$ cat config.mk
export PLATFORM = sky130hd
export DESIGN_NAME = gpio_pad_ctrl
export DESIGN_NICKNAME = d
export VERILOG_FILES = /design/src/rtl/gpio_pad_pkg.sv /design/src/rtl/gpio_regfile.sv /design/src/rtl/gpio_periph_mux.sv /design/src/rtl/gpio_pin_cell.sv /design/src/rtl/gpio_pad_ctrl.sv
export SDC_FILE = /design/constraint.sdc
export NUM_CORES = 1
export LEC_CHECK = 0
export BUFFER_PORTS_ARGS = -buffer_cell sky130_fd_sc_hd__buf_4
export CAP_MARGIN = 20
export CORE_ASPECT_RATIO = 0.8
export CORE_MARGIN = 5
export CORE_UTILIZATION = 35
export DETAILED_ROUTE_END_ITERATION = 10
export GPL_ROUTABILITY_DRIVEN = 0
export PLACE_DENSITY = 0.69
export SLEW_MARGIN = 0
export SYNTH_ARGS = -nofsm -noshare
export SYNTH_HDL_FRONTEND = slang
export SYNTH_SLANG_ARGS = --single-unit
$ cat constraint.sdc
create_clock -name clk -period 1 [get_ports clk]
set_input_delay 0 -clock clk [delete_from_list [all_inputs] [get_ports clk]]
set_output_delay 0 -clock clk [all_outputs]
set_load 0.1 [all_outputs]
$ cat src/rtl/gpio_pad_pkg.sv
package gpio_pad_pkg;
   // register slots; the configuration slots are contiguous from zero
   localparam int unsigned A_DIR  = 0;
   localparam int unsigned A_DOUT = 1;
   localparam int unsigned A_OD   = 2;
   localparam int unsigned A_PULL = 3;
   localparam int unsigned A_ANA  = 4;
   localparam int unsigned A_PIN  = 5;
   localparam int unsigned NUM_CFG = 5;
endpackage

$ cat src/rtl/gpio_regfile.sv
module gpio_regfile
   import gpio_pad_pkg::*;
#(
   parameter int unsigned N_PINS = 8,
   parameter int unsigned ADDR_W = 3
) (
   input  logic              clk,
   input  logic              rst,
   input  logic [ADDR_W-1:0] addr,
   input  logic              wr_en,
   input  logic [N_PINS-1:0] wdata,
   input  logic [N_PINS-1:0] pin_view,
   output logic [N_PINS-1:0] rdata,
   output logic [N_PINS-1:0] dir_q,
   output logic [N_PINS-1:0] dout_q,
   output logic [N_PINS-1:0] od_q,
   output logic [N_PINS-1:0] pull_q,
   output logic [N_PINS-1:0] ana_q
);
   logic [NUM_CFG-1:0][N_PINS-1:0] cfg_q;

   always_ff @(posedge clk) begin
      if (rst) begin
         cfg_q <= '0;
      end else if (wr_en) begin
         for (int g = 0; g < NUM_CFG; g++) begin
            if (addr == ADDR_W'(g)) cfg_q[g] <= wdata;
         end
      end
   end

   always_comb begin
      rdata = '0;
      for (int g = 0; g < NUM_CFG; g++) begin
         if (addr == ADDR_W'(g)) rdata = cfg_q[g];
      end
      if (addr == ADDR_W'(A_PIN)) rdata = pin_view;
   end

   assign dir_q  = cfg_q[A_DIR];
   assign dout_q = cfg_q[A_DOUT];
   assign od_q   = cfg_q[A_OD];
   assign pull_q = cfg_q[A_PULL];
   assign ana_q  = cfg_q[A_ANA];
endmodule

$ cat src/rtl/gpio_periph_mux.sv
module gpio_periph_mux #(
   parameter int unsigned N_PINS     = 8,
   parameter int unsigned SSI_S0_PIN = 4,
   parameter int unsigned SSI_S1_PIN = 5,
   parameter int unsigned TX_PIN     = 6,
   parameter int unsigned RX_PIN     = 7
) (
   input  logic [N_PINS-1:0] dir_q,
   input  logic [N_PINS-1:0] dout_q,
   input  logic [N_PINS-1:0] od_q,
   input  logic [N_PINS-1:0] in_val,
   input  logic              ssi_en,
   input  logic              ssi_s0_drive,
   input  logic              ssi_s1_drive,
   input  logic              ssi_s0_val,
   input  logic              ssi_s1_val,
   input  logic              uart_tx_en,
   input  logic              uart_tx,
   input  logic              uart_rx_en,
   output logic [N_PINS-1:0] eff_dir,
   output logic [N_PINS-1:0] eff_out,
   output logic [N_PINS-1:0] eff_od,
   output logic              ssi_s0_in,
   output logic              ssi_s1_in,
   output logic              uart_rx
);
   always_comb begin
      eff_dir = dir_q;
      eff_out = dout_q;
      eff_od  = od_q;
      if (ssi_en) begin
         eff_od[SSI_S0_PIN]  = 1'b1;
         eff_od[SSI_S1_PIN]  = 1'b1;
         eff_dir[SSI_S0_PIN] = ssi_s0_drive;
         eff_dir[SSI_S1_PIN] = ssi_s1_drive;
         eff_out[SSI_S0_PIN] = ssi_s0_val;
         eff_out[SSI_S1_PIN] = ssi_s1_val;
      end
      if (uart_tx_en) begin
         eff_dir[TX_PIN] = 1'b1;
         eff_out[TX_PIN] = uart_tx;
      end
      if (uart_rx_en) begin
         eff_dir[RX_PIN] = 1'b0;
      end
   end

   assign ssi_s0_in = in_val[SSI_S0_PIN];
   assign ssi_s1_in = in_val[SSI_S1_PIN];
   assign uart_rx   = uart_rx_en ? in_val[RX_PIN] : 1'b1;
endmodule

$ cat src/rtl/gpio_pin_cell.sv
module gpio_pin_cell (
   input  logic eff_dir,
   input  logic eff_out,
   input  logic eff_od,
   input  logic pull_sel,
   input  logic analog,
   input  logic pad_in,
   output logic pad_oe,
   output logic pad_out,
   output logic pad_pullup_en,
   output logic pad_ie,
   output logic in_val
);
   logic released;

   // an open-drain pin holding a 1 lets the line float
   assign released      = eff_od & eff_out;
   assign pad_oe        = eff_dir & ~released;
   assign pad_out       = eff_od ? 1'b0 : eff_out;
   assign pad_pullup_en = pull_sel & (~eff_dir | released);
   assign pad_ie        = ~analog;
   assign in_val        = analog ? 1'b0 : pad_in;
endmodule

$ cat src/rtl/gpio_pad_ctrl.sv
module gpio_pad_ctrl
   import gpio_pad_pkg::*;
#(
   parameter int unsigned N_PINS     = 8,
   parameter int unsigned ADDR_W     = 3,
   parameter int unsigned SSI_S0_PIN = 4,
   parameter int unsigned SSI_S1_PIN = 5,
   parameter int unsigned TX_PIN     = 6,
   parameter int unsigned RX_PIN     = 7
) (
   input  logic              clk,
   input  logic              rst,
   input  logic [ADDR_W-1:0] addr,
   input  logic              wr_en,
   input  logic [N_PINS-1:0] wdata,
   output logic [N_PINS-1:0] rdata,
   input  logic [N_PINS-1:0] pad_in,
   output logic [N_PINS-1:0] pad_oe,
   output logic [N_PINS-1:0] pad_out,
   output logic [N_PINS-1:0] pad_pullup_en,
   output logic [N_PINS-1:0] pad_ie,
   input  logic              ssi_en,
   input  logic              ssi_s0_drive,
   input  logic              ssi_s1_drive,
   input  logic              ssi_s0_val,
   input  logic              ssi_s1_val,
   output logic              ssi_s0_in,
   output logic              ssi_s1_in,
   input  logic              uart_tx_en,
   input  logic              uart_tx,
   input  logic              uart_rx_en,
   output logic              uart_rx
);
   localparam int unsigned MAX_PIN_IDX = N_PINS - 1;

   generate
      if ((1 << ADDR_W) <= A_PIN) begin : g_bad_addr
         $error("ADDR_W too small for the register map");
      end
      if (SSI_S0_PIN > MAX_PIN_IDX || SSI_S1_PIN > MAX_PIN_IDX ||
          TX_PIN > MAX_PIN_IDX || RX_PIN > MAX_PIN_IDX) begin : g_bad_pin
         $error("peripheral pin index outside the port");
      end
      if (SSI_S0_PIN == SSI_S1_PIN || TX_PIN == RX_PIN ||
          TX_PIN == SSI_S0_PIN || TX_PIN == SSI_S1_PIN ||
          RX_PIN == SSI_S0_PIN || RX_PIN == SSI_S1_PIN) begin : g_bad_share
         $error("peripheral pins must be distinct");
      end
   endgenerate

   logic [N_PINS-1:0] dir_q, dout_q, od_q, pull_q, ana_q;
   logic [N_PINS-1:0] eff_dir, eff_out, eff_od, in_val;

   gpio_regfile #(.N_PINS(N_PINS), .ADDR_W(ADDR_W)) u_regs (
      .clk(clk), .rst(rst), .addr(addr), .wr_en(wr_en), .wdata(wdata),
      .pin_view(in_val), .rdata(rdata),
      .dir_q(dir_q), .dout_q(dout_q), .od_q(od_q), .pull_q(pull_q), .ana_q(ana_q)
   );

   gpio_periph_mux #(
      .N_PINS(N_PINS), .SSI_S0_PIN(SSI_S0_PIN), .SSI_S1_PIN(SSI_S1_PIN),
      .TX_PIN(TX_PIN), .RX_PIN(RX_PIN)
   ) u_mux (
      .dir_q(dir_q), .dout_q(dout_q), .od_q(od_q), .in_val(in_val),
      .ssi_en(ssi_en), .ssi_s0_drive(ssi_s0_drive), .ssi_s1_drive(ssi_s1_drive),
      .ssi_s0_val(ssi_s0_val), .ssi_s1_val(ssi_s1_val),
      .uart_tx_en(uart_tx_en), .uart_tx(uart_tx), .uart_rx_en(uart_rx_en),
      .eff_dir(eff_dir), .eff_out(eff_out), .eff_od(eff_od),
      .ssi_s0_in(ssi_s0_in), .ssi_s1_in(ssi_s1_in), .uart_rx(uart_rx)
   );

   for (genvar p = 0; p < N_PINS; p++) begin : g_pin
      gpio_pin_cell u_cell (
         .eff_dir(eff_dir[p]), .eff_out(eff_out[p]), .eff_od(eff_od[p]),
         .pull_sel(pull_q[p]), .analog(ana_q[p]), .pad_in(pad_in[p]),
         .pad_oe(pad_oe[p]), .pad_out(pad_out[p]),
         .pad_pullup_en(pad_pullup_en[p]), .pad_ie(pad_ie[p]), .in_val(in_val[p])
      );
   end
endmodule

==> results.json, run 1 <==
{
  "outcome": "finished with violations",
  "violations": "negative setup slack",
  "dr_wl_met2_um": 3840,
  "setup_viol": 35,
  "avgSynthCellArea_um2": 8.41,
  "rsz0062_at_grt": "true",
  "synth_fp_nets": 318,
  "syn_inst": 288,
  "antenna_found_initial": 0,
  "wl_met3_um": 537,
  "yosysWarningCount": 0,
  "drive_gt1_frac": 0.591,
  "fin_worst_skew_ps": 0,
  "placementRows": 27,
  "top_layer": "met4",
  "max_freq_ghz": 0.741,
  "synthAdderAreaFrac": 0,
  "grt_pass1_vias": 2445,
  "num_vias": 2331,
  "fin_util": 0.647,
  "met1_length_um": 3140,
  "irDropWorstVdd_mv": 0.516,
  "cp_data_arrival_time_ps": 1350,
  "drt_pass1_iterations": 4,
  "min_period_over_period": 1.35,
  "placed_cells": 442,
  "die_x_um": 103,
  "grt_usage": 0.175,
  "hold_viol_final": 0,
  "slowest_delay_ps": 380,
  "slew_headroom": 0.686,
  "mostFrequentLayoutCells": "buf_4, buf_12, mux2i_1, nand2_1, nor2_1",
  "clock_path_buffers": 2,
  "core_um2": 6820,
  "ios": 73,
  "crit_type": "flop to primary output",
  "syn_to_final_growth_pct": 82.4,
  "critPathMaxFanout": 3,
  "overflow": 0,
  "hp-class": "primary input to flop",
  "stdcell_count": 468,
  "period_minus_slack_ps": 1350,
  "path_cells": "nor2b_4, mux2_4, a21o_4, buf_12",
  "cap_violations": 0,
  "critPathLaunchType": "flop",
  "cellLeakagePower_nw": 1.79,
  "via_per_inst": 4.98,
  "fin_ws_ps": -350,
  "ys_ff_latch": 40,
  "worstMarginPinSlew_ps": 471,
  "synth-main-ff-cell": "dfxtp_1",
  "die-area_um2": 8700,
  "io_buffers": 72,
  "drv_slew": 0,
  "layout_commonest_cell": "buf_4",
  "hpwl_um": 4980,
  "synth.area.mux_share": 0.179,
  "seq_area_frac_synth": 0.331,
  "cts_sinks": 40,
  "wl_per_cell_um": 16.4,
  "ant_nets": 0,
  "cts.root.buffer_cell": "clkbuf_8",
  "floorplan.die.height_um": 84.4,
  "final_nets": 410,
  "cts_buffers": 5,
  "end_kind": "primary output",
  "async_flop_share": 0,
  "required_ps": 1000,
  "powerDensity_nw_per_um2": 971,
  "num_antenna_cells": 0,
  "cts_tree": "yes",
  "clkTransAtPathRegs_ps": 90,
  "initial_utilization": 0.355,
  "synth_xor_area_frac": 0,
  "synth-compound-area-share": 0.125,
  "drt_iter0_markers": 80,
  "yosys.area_share.simple": 0.205,
  "syn_area_um2": 2420,
  "grt_pass1_wl_um": 12100,
  "netlist-cell-type-count": 28,
  "htreeDepth": 2,
  "cp_slowest_cell": "dfxtp_4",
  "drc": 0,
  "synth_top_family_by_area": "simple AND/OR/NAND/NOR gates",
  "pre_cts_ws_ps": -164,
  "synth_edf_count": 0,
  "grt_start_max_net_pins": 41,
  "wl_um": 7660,
  "fillCellCount": 511,
  "clk_latency_ps": 300
}
## power breakdown
part           leakage [nW]  switching (W)  internal (W)  total, W
Combinational          1.39       0.000734      0.000558   0.00129
Sequential            0.342      0.0000383       0.00160   0.00164
Clock                0.0541       0.000616      0.000739   0.00136
Total                  1.79        0.00139       0.00290   0.00429
## registers in the layout (all words and copies together), names as in the netlist
name           flops
u_regs.dir_q       8
u_regs.pull_q      8
u_regs.dout_q      8
u_regs.od_q        8
u_regs.ana_q       8
## worst max-delay path, delay by kind of cell, from the launching register on
kind / cells / cell delay, ps
DFF: 1 / 380
muxes: 1 / 250
AOI/OAI and AO/OA: 1 / 210
buffers and inverters: 1 / 160
and+or+nand+nor: 1 / 40
## synthesized netlist by cell type, types with 2 or more instances
cell,number,area share
clkbuf_1,9,0.014
buf_6,2,0.0093
mux2_2,3,0.014
inv_1,10,0.015
dfxtp_1,40,0.33
o21ai_0,7,0.014
mux2i_1,40,0.17
a21o_1,8,0.025
nand2_1,38,0.059
nor2_1,25,0.039
a21oi_1,17,0.035
a21boi_0,4,0.012
buf_4,38,0.12
o221a_2,2,0.0093
nor2b_1,15,0.039
and4bb_1,3,0.015
nand3b_1,6,0.019
nor3b_1,2,0.0062
o22ai_1,10,0.026
## repair_timing
item	CTS	global route
setup buffers	6	11
endpoints found under the hold margin	37	0
pin swaps	19	11
setup endpoints to repair	42	43
resized for setup	217	51
hold buffers	8	0
## metrics by stage
| stage | area [um^2] | TNS, ps | hold slack [ps] | total power [W] |
|---|---|---|---|---|
| after global placement | 3190 | -4360 | 280 | 0.00269 |
| after CTS | 4210 | -6530 | 117 | 0.00425 |
| after global routing | 4420 | -8880 | 131 | 0.00442 |
| final | 4420 | -7540 | 117 | 0.00429 |
| after floorplan | 2540 | -767 | 136 | 0.00242 |
| after detailed placement | 3190 | -5320 | 292 | 0.00270 |
## layer usage
| metal | GRT usage | vias up |
|---|---|---|
| li1 | - | 1125 |
| met1 | 0.214 | 1105 |
| met2 | 0.296 | 87 |
| met3 | 0.0449 | 14 |
| met4 | 0.0588 | 0 |
| met5 | 0 | - |
## path summary, 6_finish.rpt
kind | startpoint | cells after the start | endpoint | slack (ps)
min | rst | 2 | u_regs.ana_q[7] | 120
max reg2reg | u_regs.od_q[3] | 4 | u_regs.od_q[3] | 140
min reg2reg | u_regs.dir_q[1] | 2 | u_regs.dir_q[1] | 490
max | u_regs.ana_q[4] | 4 | rdata[4] | -350
## cell families after synthesis
| logic type | count (synthesis) |
|---|---|
| AND/OR/NAND/NOR | 95 |
| multiplexers | 43 |
| AO/OA/AOI/OAI | 49 |
| buffers and inverters | 61 |
| flip-flops | 40 |
## area by class of cell
type	count	area [um^2]	share of cell area
clock inverter	3	42.5	0.00963
sequential	40	870	0.197
inverter	10	42.5	0.00963
clock buffer	5	68.8	0.0156
timing repair buffer	136	1670	0.378
tap	87	109	0.0246
multi-input combinational	187	1610	0.365
(Power assumes the default switching activity.)
==> inputs of run 2 (changes only) <==
--- a/config.mk
+++ b/config.mk
@@ -17,3 +17,4 @@
 export SYNTH_ARGS = -nofsm -noshare
 export SYNTH_HDL_FRONTEND = slang
 export SYNTH_SLANG_ARGS = --single-unit
+export TNS_END_PERCENT = 50
==> run 2 against run 1 <==
The flow still finishes with violations (negative setup slack). Clock-buffer cell count up 1. Combinational power about the same. Final area down 2.8%. Worst setup slack worse by 23 ps. Sequential share of layout area up 0.80 points. Hold slack worse by 7.2 ps. Highest routed layer unchanged.
==> results.json, run 2 (synthesis gave the netlist of run 1 again) <==
{
  "power_switching_w": 0.00134,
  "grt_usage": 0.175,
  "p_sw_frac": 0.318,
  "fin_ws_ps": -374,
  "hold_viol_final": 0,
  "p_int_w": 0.00287,
  "clk_latency_ps": 300,
  "clkPwrFrac": 0.313,
  "finalSetupTns_ps": -6840,
  "hp-class": "primary input to flop",
  "die-area_um2": 8700,
  "pre_cts_ws_ps": -181,
  "critPathMaxFanout": 3,
  "finalInstanceArea_um2": 4290,
  "final_nets": 410,
  "initial_utilization": 0.355,
  "mostFrequentLayoutCells": "buf_4, mux2i_1, buf_12, nand2_1, nor2_1",
  "htreeDepth": 2,
  "wl_per_cell_um": 16.7,
  "critPathLaunchType": "flop",
  "grt.busiest_layer": "met2",
  "fin_worst_skew_ps": 0,
  "cts.root.buffer_cell": "clkbuf_8",
  "power.share.sequential": 0.388,
  "ant_nets": 0,
  "grt_util_met3": 0.0424,
  "worstMarginPinSlew_ps": 458,
  "ios": 73,
  "min_period_over_period": 1.37,
  "grt_pass1_vias": 2405,
  "cts_tree": "yes",
  "syn_to_final_growth_pct": 77.3,
  "num_vias": 2307,
  "overflow": 0,
  "drv_slew": 0,
  "end_kind": "primary output",
  "drt_pass1_iterations": 5,
  "die_x_um": 103,
  "drt_iter0_markers": 87,
  "violations": "negative setup slack",
  "fillCellCount": 553,
  "via_per_inst": 4.93,
  "grt_pass1_wl_um": 11900,
  "p_comb_frac": 0.299,
  "clkTransAtPathRegs_ps": 80,
  "outcome": "finished with violations",
  "num_antenna_cells": 0,
  "period_minus_slack_ps": 1370,
  "irDropWorstVdd_mv": 0.598,
  "grt_start_max_net_pins": 41,
  "setup_viol": 36,
  "cts_sinks": 40,
  "min-delay-start": "rst",
  "slew_headroom": 0.695,
  "antenna_found_initial": 0,
  "reg2reg_from": "u_regs.ana_q[4]",
  "placementRows": 27,
  "io_buffers": 72,
  "grt_use_met1": 0.209,
  "wl_um": 7830,
  "postPlaceCellArea_um2": 3180,
  "cts_buffers": 5,
  "hpwl_um": 5060,
  "clock_path_buffers": 2,
  "met2_usage": 0.314,
  "required_ps": 1000,
  "max_freq_ghz": 0.728,
  "core_um2": 6820,
  "cellLeakagePower_nw": 1.76,
  "crit_start": "u_regs.dout_q[2]",
  "drive_gt1_frac": 0.562,
  "layout_commonest_cell": "buf_4",
  "floorplan.die.height_um": 84.4,
  "powerDensity_nw_per_um2": 980,
  "cp_data_arrival_time_ps": 1370,
  "rsz0062_at_grt": "true",
  "crit_type": "flop to primary output",
  "drc": 0,
  "cap_violations": 0
}
[run 2: changes by cell type in the layout (fill, tap and decap cells not counted), sizes merged]
cell,previous run,this run
clkinvlp,1,0
clkbuf,5,6
[run 2: final cells by class]
type | count | area (um^2) | area share
tap | 87 | 109 | 0.0253
multi-input combinational | 187 | 1540 | 0.358
clock buffer | 6 | 72.6 | 0.0169
clock inverter | 2 | 35.0 | 0.00816
timing repair buffer | 136 | 1620 | 0.377
inverter | 10 | 40.0 | 0.00932
sequential | 40 | 880 | 0.205
[run 2: what timing repair did]
item	CTS	global route
setup endpoints to repair	41	43
resized for setup	195	52
hold endpoints to repair	38	0
hold buffers	8	0
pin swaps	13	5
setup buffers	1	10
[run 2: path summary, 6_finish.rpt]
check | end | slack [ps] | cells past startpoint
min reg2reg | u_regs.dir_q[1] | 470 | 2
max reg2reg | u_regs.ana_q[4] | 120 | 4
min | u_regs.dout_q[0] | 110 | 2
max | rdata[2] | -370 | 4
[run 2: per-stage QoR]
stage | hold WS, ps | instances | power, W | utilization
after CTS | 113 | 461 | 0.00418 | 0.595
after global placement | 275 | 444 | 0.00268 | 0.466
after global routing | 118 | 468 | 0.00436 | 0.629
final | 110 | 468 | 0.00421 | 0.629
after detailed placement | 290 | 444 | 0.00269 | 0.466
after floorplan | 136 | 288 | 0.00241 | -
[run 2: metal layers]
metal  part of all wire  up-vias
met5                  0        -
met4              0.013        0
met3              0.053       13
met2               0.51       74
met1               0.42     1094
li1                   -     1126
[run 2: power by group through the flow]
stage | Sequential, W | Clock [W] | Combinational (W)
after floorplan | 0.00168 | 0 | 0.000722
after global placement | 0.00169 | 0 | 0.000989
after detailed placement | 0.00169 | 0 | 0.000998
after CTS | 0.00165 | 0.00132 | 0.00121
after global routing | 0.00164 | 0.00141 | 0.00131
final | 0.00163 | 0.00132 | 0.00126
[run 2: worst max-delay path: stages, from the launching register on]
cell,delay (ps)
dfxtp_4,360
mux2i_1,180
o22ai_1,160
a21o_4,230
buf_12,160
==> inputs of run 3 (changes only) <==
--- a/config.mk
+++ b/config.mk
@@ -10,9 +10,11 @@
 export CORE_ASPECT_RATIO = 0.8
 export CORE_MARGIN = 5
 export CORE_UTILIZATION = 35
+export CTS_CLUSTER_DIAMETER = 60
 export DETAILED_ROUTE_END_ITERATION = 10
 export GPL_ROUTABILITY_DRIVEN = 0
 export PLACE_DENSITY = 0.69
+export REMOVE_ABC_BUFFERS = 1
 export SLEW_MARGIN = 0
 export SYNTH_ARGS = -nofsm -noshare
 export SYNTH_HDL_FRONTEND = slang
==> run 3 against run 2 <==
Clock-buffer cell count increased by 1. Clock power down 14%. Critical endpoint is now rdata[4]. The run still ends with negative setup slack left. First-iteration DRC count is 11% higher.
==> results.json, run 3 (synthesis gave the netlist of run 1 again) <==
{
  "path_cells": "nor2b_2, mux2_4, a21o_1, buf_12",
  "cts_buffers": 5,
  "fin_worst_skew_ps": 0,
  "num_vias": 2164,
  "via_per_inst": 4.85,
  "cts_tree": "yes",
  "wl_per_cell_um": 15.4,
  "pre_cts_ws_ps": -186,
  "drt_iter0_markers": 97,
  "initial_utilization": 0.355,
  "final_nets": 388,
  "slew_headroom": 0.716,
  "max_freq_ghz": 0.755,
  "cp_data_arrival_time_ps": 1320,
  "grt_start_max_net_pins": 41,
  "antenna_found_initial": 0,
  "crit_type": "flop to primary output",
  "violations": "negative setup slack",
  "critPathTopFamily": "flip-flops",
  "setup_viol": 34,
  "wl_um": 6870,
  "ios": 73,
  "placementRows": 27,
  "floorplan.die.height_um": 84.4,
  "hpwl_um": 4580,
  "ant_nets": 0,
  "cts_sinks": 40,
  "syn_to_final_growth_pct": 59.2,
  "grt_pass1_vias": 2259,
  "outcome": "finished with violations",
  "finalHoldWorstSlack_ps": 124,
  "grt_usage": 0.155,
  "die-area_um2": 8700,
  "grt_pass1_wl_um": 10800,
  "io_buffers": 72,
  "slowest_delay_ps": 370,
  "mostFrequentLayoutCells": "buf_4, mux2i_1, nand2_1, buf_12, nor2_1",
  "cp_slowest_cell": "dfxtp_2",
  "clk_latency_ps": 290,
  "num_antenna_cells": 0,
  "overflow": 0,
  "powerDensity_nw_per_um2": 1020,
  "finalSetupTns_ps": -5700,
  "cap_violations": 0,
  "period_minus_slack_ps": 1320,
  "clock_path_buffers": 2,
  "min_period_over_period": 1.32,
  "hold_viol_final": 0,
  "core_um2": 6820,
  "irDropWorstVdd_mv": 0.462,
  "hp-class": "primary input to flop",
  "htreeDepth": 2,
  "clkTransAtPathRegs_ps": 80,
  "critPathLaunchType": "flop",
  "drt_pass1_iterations": 4,
  "cellLeakagePower_nw": 1.57,
  "layout_commonest_cell": "buf_4",
  "critPathMaxFanout": 4,
  "drc": 0,
  "rsz0062_at_grt": "true",
  "drive_gt1_frac": 0.482,
  "required_ps": 1000,
  "die_x_um": 103,
  "worstMarginPinSlew_ps": 426,
  "drv_slew": 0,
  "fin_ws_ps": -325,
  "cp_num_buf_inv": 1,
  "end_kind": "primary output",
  "cts.root.buffer_cell": "clkbuf_8"
}
==> run 3: cell count changes in the layout (fill, tap and decap cells not counted), sizes merged <==
cell	delta
clkinv	-1
bufinv	-1
buf	-22
clkinvlp	+1
clkbuf	+1
==> run 3: metal layers <==
metal  track usage  part of all wire
met5             0                 0
met4        0.0318            0.0073
met3        0.0382             0.060
met2         0.273              0.49
met1         0.190              0.44
==> run 3: cell type report <==
cell class                      count  area [um^2]
Clock buffer                        7         86.3
Tap cell                           87          109
Inverter                           10         40.0
Timing Repair Buffer              114         1330
Sequential cell                    40          850
Fill cell                         571         2970
Multi-Input combinational cell    187         1430
Clock inverter                      1         7.51
==> run 3: repair_timing <==
action                                  in CTS  in global routing
hold endpoints to repair                    33                  0
hold buffers                                 8                  0
gates resized for setup                    147                 39
pin swaps                                   16                  2
endpoints found under the setup margin      35                 42
setup buffers                                2                  1
==> run 3: worst reg2reg max path, stage by stage (launching register included) <==
cell,delay [ps]
dfxtp_2,340
buf_4,140
mux2i_1,150
nor2_1,60
==> run 3: worst paths after layout <==
check                                      from                to  slack (ps)  cells past startpoint
worst min-delay path                        rst  u_regs.dout_q[4]         120                      2
worst max register to register  u_regs.ana_q[5]   u_regs.ana_q[5]         200                      3
worst min register to register  u_regs.dir_q[0]   u_regs.dir_q[0]         480                      2
worst max-delay path            u_regs.ana_q[4]          rdata[4]        -320                      4
==> run 3: power by group <==
group          internal [W]  switching, W  total (W)  leakage (nW)
clock network      0.000561      0.000569    0.00113        0.0445
logic              0.000455      0.000683    0.00114          1.19
registers           0.00162     0.0000364    0.00165         0.339
==> run 3: metrics by stage <==
step,cells,util,total power [W],area [um^2]
final,446,0.565,0.00392,3860
after global routing,446,0.565,0.00408,3860
after global placement,427,0.438,0.00262,2990
after floorplan,237,-,0.00225,2070
after CTS,445,0.542,0.00392,3700
after detailed placement,427,0.438,0.00263,2990
